===== src/rtl/rfsh_pkg.sv =====
package rfsh_pkg;

  typedef enum logic [1:0] {
    CNT_HOLD = 2'd0,
    CNT_STEP = 2'd1,
    CNT_LOAD = 2'd2
  } cnt_op_e;

  // A load outranks a fetch step in the same cycle.
  function automatic cnt_op_e pick_op(logic load, logic step);
    if (load)      return CNT_LOAD;
    else if (step) return CNT_STEP;
    else           return CNT_HOLD;
  endfunction

endpackage


===== src/rtl/rfsh_counter.sv =====
module rfsh_counter
  import rfsh_pkg::*;
#(
  parameter int CNT_W = 8
) (
  input  logic             clk,
  input  logic             rst_n,
  input  logic             step_i,
  input  logic             load_i,
  input  logic [CNT_W-1:0] load_data_i,
  output logic [CNT_W-1:0] cnt_o,
  output logic             step_evt_o,
  output logic             load_evt_o
);
  localparam int INC_W = CNT_W - 1;

  // Advance the low bits; the top bit is carried unchanged.
  function automatic logic [CNT_W-1:0] advance(logic [CNT_W-1:0] v);
    logic [INC_W-1:0] low;
    low = v[INC_W-1:0] + INC_W'(1);
    return {v[CNT_W-1], low};
  endfunction

  cnt_op_e          op;
  logic [CNT_W-1:0] cnt_q;
  logic [CNT_W-1:0] cnt_d;

  assign op         = pick_op(load_i, step_i);
  assign step_evt_o = (op == CNT_STEP);
  assign load_evt_o = (op == CNT_LOAD);

  always_comb begin
    unique case (op)
      CNT_LOAD: cnt_d = load_data_i;
      CNT_STEP: cnt_d = advance(cnt_q);
      default:  cnt_d = cnt_q;
    endcase
  end

  always_ff @(posedge clk) begin
    if (!rst_n) cnt_q <= '0;
    else        cnt_q <= cnt_d;
  end

  assign cnt_o = cnt_q;
endmodule


===== src/rtl/rfsh_page_reg.sv =====
module rfsh_page_reg #(
  parameter int PAGE_W = 8
) (
  input  logic              clk,
  input  logic              rst_n,
  input  logic              load_i,
  input  logic [PAGE_W-1:0] load_data_i,
  output logic [PAGE_W-1:0] page_o
);
  logic [PAGE_W-1:0] page_q;

  always_ff @(posedge clk) begin
    if (!rst_n)      page_q <= '0;
    else if (load_i) page_q <= load_data_i;
  end

  assign page_o = page_q;
endmodule


===== src/rtl/rfsh_drive.sv =====
module rfsh_drive #(
  parameter int CNT_W  = 8,
  parameter int PAGE_W = 8
) (
  input  logic                    slot_i,
  input  logic                    bus_granted_i,
  input  logic [CNT_W-1:0]        cnt_i,
  input  logic [PAGE_W-1:0]       page_i,
  output logic [PAGE_W+CNT_W-1:0] addr_o,
  output logic                    addr_oe_o,
  output logic                    mreq_n_o,
  output logic                    rfsh_n_o,
  output logic                    active_o
);
  localparam int ADDR_W = PAGE_W + CNT_W;

  logic [ADDR_W-1:0] src;
  logic              active;

  assign active = slot_i & ~bus_granted_i;
  assign src    = {page_i, cnt_i};

  for (genvar b = 0; b < ADDR_W; b++) begin : g_gate
    assign addr_o[b] = active & src[b];
  end

  assign addr_oe_o = active;
  assign mreq_n_o  = ~active;
  assign rfsh_n_o  = ~active;
  assign active_o  = active;
endmodule


===== src/rtl/rfsh_addr_gen.sv =====
module rfsh_addr_gen #(
  parameter int CNT_W  = 8,
  parameter int PAGE_W = 8,
  parameter int DATA_W = 8
) (
  input  logic                    clk,
  input  logic                    rst_n,
  input  logic                    fetch_done,
  input  logic                    rfsh_slot,
  input  logic                    ld_rfsh,
  input  logic                    ld_page,
  input  logic [DATA_W-1:0]       wr_data,
  input  logic                    bus_granted,
  output logic [PAGE_W+CNT_W-1:0] addr_o,
  output logic                    addr_oe,
  output logic                    mreq_n,
  output logic                    rfsh_n
);
  logic [CNT_W-1:0]  cnt_q;
  logic [PAGE_W-1:0] page_q;
  logic              step_evt;
  logic              load_evt;
  logic              drive_evt;

  rfsh_counter #(.CNT_W(CNT_W)) u_cnt (
    .clk        (clk),
    .rst_n      (rst_n),
    .step_i     (fetch_done),
    .load_i     (ld_rfsh),
    .load_data_i(CNT_W'(wr_data)),
    .cnt_o      (cnt_q),
    .step_evt_o (step_evt),
    .load_evt_o (load_evt)
  );

  rfsh_page_reg #(.PAGE_W(PAGE_W)) u_page (
    .clk        (clk),
    .rst_n      (rst_n),
    .load_i     (ld_page),
    .load_data_i(PAGE_W'(wr_data)),
    .page_o     (page_q)
  );

  rfsh_drive #(.CNT_W(CNT_W), .PAGE_W(PAGE_W)) u_drv (
    .slot_i       (rfsh_slot),
    .bus_granted_i(bus_granted),
    .cnt_i        (cnt_q),
    .page_i       (page_q),
    .addr_o       (addr_o),
    .addr_oe_o    (addr_oe),
    .mreq_n_o     (mreq_n),
    .rfsh_n_o     (rfsh_n),
    .active_o     (drive_evt)
  );
endmodule


===== config.mk =====
export PLATFORM = sky130hd
export DESIGN_NAME = rfsh_addr_gen
export DESIGN_NICKNAME = d
export VERILOG_FILES = /design/src/rtl/rfsh_pkg.sv /design/src/rtl/rfsh_counter.sv /design/src/rtl/rfsh_page_reg.sv /design/src/rtl/rfsh_drive.sv /design/src/rtl/rfsh_addr_gen.sv
export SDC_FILE = /design/constraint.sdc
export NUM_CORES = 1
export LEC_CHECK = 0
export ABC_CLOCK_PERIOD_IN_PS = 2600
export CORE_UTILIZATION = 45
export DETAILED_ROUTE_END_ITERATION = 16
export GPL_TIMING_DRIVEN = 0
export MAX_ROUTING_LAYER = met4
export PLACE_DENSITY = 0.85
export RECOVER_POWER = 25
export SLEW_MARGIN = 20
export SYNTH_ARGS = -nofsm -noshare
export SYNTH_HDL_FRONTEND = slang
export SYNTH_SLANG_ARGS = --single-unit

===== constraint.sdc =====
create_clock -name clk -period 2.6 [get_ports clk]
set_input_delay 0.39 -clock clk [delete_from_list [all_inputs] [get_ports clk]]
set_output_delay 0.39 -clock clk [all_outputs]
set_load 0.005 [all_outputs]

==> impl_metrics.json, run 1 <==
{
  "status": "completed",
  "synth-seq-area-share_pct": 38.3,
  "cts_resized": 0,
  "slew_headroom_pct": 77.4,
  "synth_mux_area_share_pct": 12.0,
  "yosysTopAreaCellShare_pct": 38.3,
  "area_delta_synth_final_pct": 42.5,
  "synth_compound_area_share_pct": 8.68,
  "clockBufferDepth": 2,
  "finalWorstSetupSlack_ns": 0.193,
  "crit_path_cell_trace": "clkdlybuf4s50_1 > nor2b_2 > buf_2 > and2_1 > clkdlybuf4s50_1",
  "gp_congestion": 0.718,
  "synth_top_family_by_area": "simple AND/OR/NAND/NOR gates",
  "final_nets": 142,
  "global_route.usage.met3_pct": 2.80,
  "finalSetupTns_ns": 0,
  "setup_viol": 0,
  "finalMaxSlewViolations": 0,
  "cp_common_cell": "clkdlybuf4s50_1",
  "powerDensity_mw_per_mm2": 446,
  "worstPathMaxFanout": 10,
  "synth_area_um2": 836,
  "yosys.area_share.simple_pct": 30.4,
  "synth_fa_ha_area_share_pct": 1.50,
  "die_x_um": 45.1,
  "fmaxAchievable_ghz": 0.416,
  "min_period_over_period_pct": 92.6,
  "core-area_mm2": 0.00173,
  "grt_start_max_net_pins": 11,
  "grt_usage_pct": 19.6,
  "antenna_found_initial": 0,
  "avgSynthCellArea_um2": 9.18,
  "wl_per_cell_um": 11.9,
  "ys_types": 21,
  "grt_overflow": 0,
  "design_area_mm2": 0.00119,
  "criticalPathCategory": "input pin to output port",
  "synthCells": 91,
  "grt_pass1_vias": 697,
  "endpoint_kind": "output port",
  "place_ws_ns": 0.0315,
  "p_leak_nw": 0.490,
  "min_period_ns": 2.41,
  "grt-busiest-layer": "met2",
  "met2_usage_pct": 32.5,
  "post_cts_buffers": 0,
  "first_pass_iters": 2,
  "dpl.cell_count": 146,
  "fin_skew_ns": 0.00320,
  "rsz0062_at_grt": "false",
  "synth_area_leader_cell": "dfxtp_1",
  "final_common_cell": "clkdlybuf4s50_1",
  "place_area_mm2": 0.00117,
  "worst-slew-pin-transition_ns": 0.340,
  "ir_drop_mv": 0.354,
  "cts_hold_buffers": 0,
  "setup.worst_path.start_class": "input pin",
  "ys_ff_latch": 16,
  "clk_pin_slew_ns": 0.09,
  "drt_iter0_drc": 1,
  "hold_slack_ns": 0.482,
  "worstPathArrival_ns": 2.02,
  "tritoncts": "yes",
  "numCtsBuffers": 3,
  "remaining_drc_errors": 0,
  "num_vias": 739,
  "critical_path_buf_inv_count": 3,
  "final_cell_mix": "clkdlybuf4s50_1, and2_1, dfxtp_1",
  "vias_per_cell": 4.93,
  "ys_warn_count": 0,
  "ant_nets": 0,
  "final_hold_viol_count": 0,
  "dieArea_mm2": 0.00203,
  "layoutNonFillerInstCount": 150,
  "clock_sinks": 16,
  "drt_wl_total_mm": 1.79,
  "synth_nets": 107,
  "die_y_um": 45.1,
  "core.rowCount": 15,
  "io_buffers": 30,
  "max_cap_violations": 0,
  "dp_hpwl_mm": 1.35,
  "h-tree-depth": 1,
  "grt_use_met1_pct": 22.6,
  "cpPeakStageDelay_ns": 0.49,
  "drive_above_1_share_pct": 8.80,
  "synthXorXnorAreaFrac_pct": 4.19,
  "crit_path_top_delay_cell": "clkdlybuf4s50_1",
  "pin_count": 34,
  "clk_latency_ns": 0.29,
  "min_path_type": "input pin to flip-flop",
  "cpLargestDelayFamily": "buffers and inverters",
  "initial_core_util_pct": 48.4,
  "antennaDiodeCount": 0,
  "cts-root-buf": "clkbuf_4",
  "grt_pass1_wl_mm": 2.77,
  "synth_area_leaders": "dfxtp_1, and2_1, mux2i_1",
  "crit_required_ns": 2.21
}
[cell families (layout without fill, tap and decap cells)]
| family | Yosys count | after routing |
|---|---|---|
| AO/OA/AOI/OAI | 12 | 12 |
| XOR/XNOR | 4 | 4 |
| adder cells (fa/ha/maj) | 1 | 1 |
| buffers and inverters | 8 | 42 |
| flip-flops | 16 | 16 |
| multiplexers | 10 | 10 |
| AND/OR/NAND/NOR | 40 | 40 |
[synth_stat cells, drive strengths merged]
cell    number
a21oi        1
a31oi        2
and2        18
buf          5
clkbuf       1
dfxtp       16
ha           1
inv          2
mux2i       10
nand2        5
nand2b       2
nand4        3
nor2b       10
o211a        2
o21ai        7
or3          2
xnor2        3
xor2         1
[registers in the layout, summed over array words and instances (netlist names)]
name	cells
u_page.page_o	8
u_cnt.cnt_o	8
[worst paths after layout]
kind / from / end / slack, ns / cells after the start
hold reg to reg: u_cnt.cnt_o[6] / u_cnt.cnt_o[6] / 0.53 / 2
setup reg to reg: u_cnt.cnt_o[0] / u_cnt.cnt_o[6] / 1.36 / 4
hold / removal: ld_rfsh / u_cnt.cnt_o[2] / 0.48 / 2
setup / recovery: rfsh_slot / addr_o[9] / 0.19 / 5
[report_power, final]
part | switching, mW | leakage (nW) | total [mW] | internal, mW
Combinational | 0.0361 | 0.336 | 0.0939 | 0.0578
Sequential | 0.0121 | 0.133 | 0.273 | 0.261
Clock | 0.0794 | 0.0210 | 0.165 | 0.0853
Total | 0.128 | 0.490 | 0.532 | 0.404
[routing by layer]
metal | wire (µm) | vias up
met5 | 0 | -
met4 | 30 | 0
met3 | 80 | 5
met2 | 867 | 24
met1 | 808 | 341
li1 | - | 369
[area by class of cell]
class,count,area (µm²)
Buffer,6,33.8
Clock buffer,4,36.3
Fill cell,154,536
Inverter,2,7.51
Multi-Input combinational cell,67,462
Sequential cell,16,320
Tap cell,25,31.3
Timing Repair Buffer,30,300
[per-stage QoR]
stage | power [mW] | util, %
6_report | 0.532 | 69.0
5_1_grt | 0.555 | 69.0
3_5_place_dp | 0.375 | 67.6
2_1_floorplan | 0.327 | -
3_3_place_gp | 0.372 | 67.6
4_1_cts | 0.538 | 69.7
Power figures use the tool's default switching activity.
==> run 2: changes to the inputs <==
--- a/config.mk
+++ b/config.mk
@@ -6,6 +6,7 @@
 export NUM_CORES = 1
 export LEC_CHECK = 0
 export ABC_CLOCK_PERIOD_IN_PS = 2600
+export CAP_MARGIN = 20
 export CORE_UTILIZATION = 45
 export DETAILED_ROUTE_END_ITERATION = 16
 export GPL_TIMING_DRIVEN = 0
==> results of run 2 <==
Final layout, timing and power as in run 1 (identical DEF).
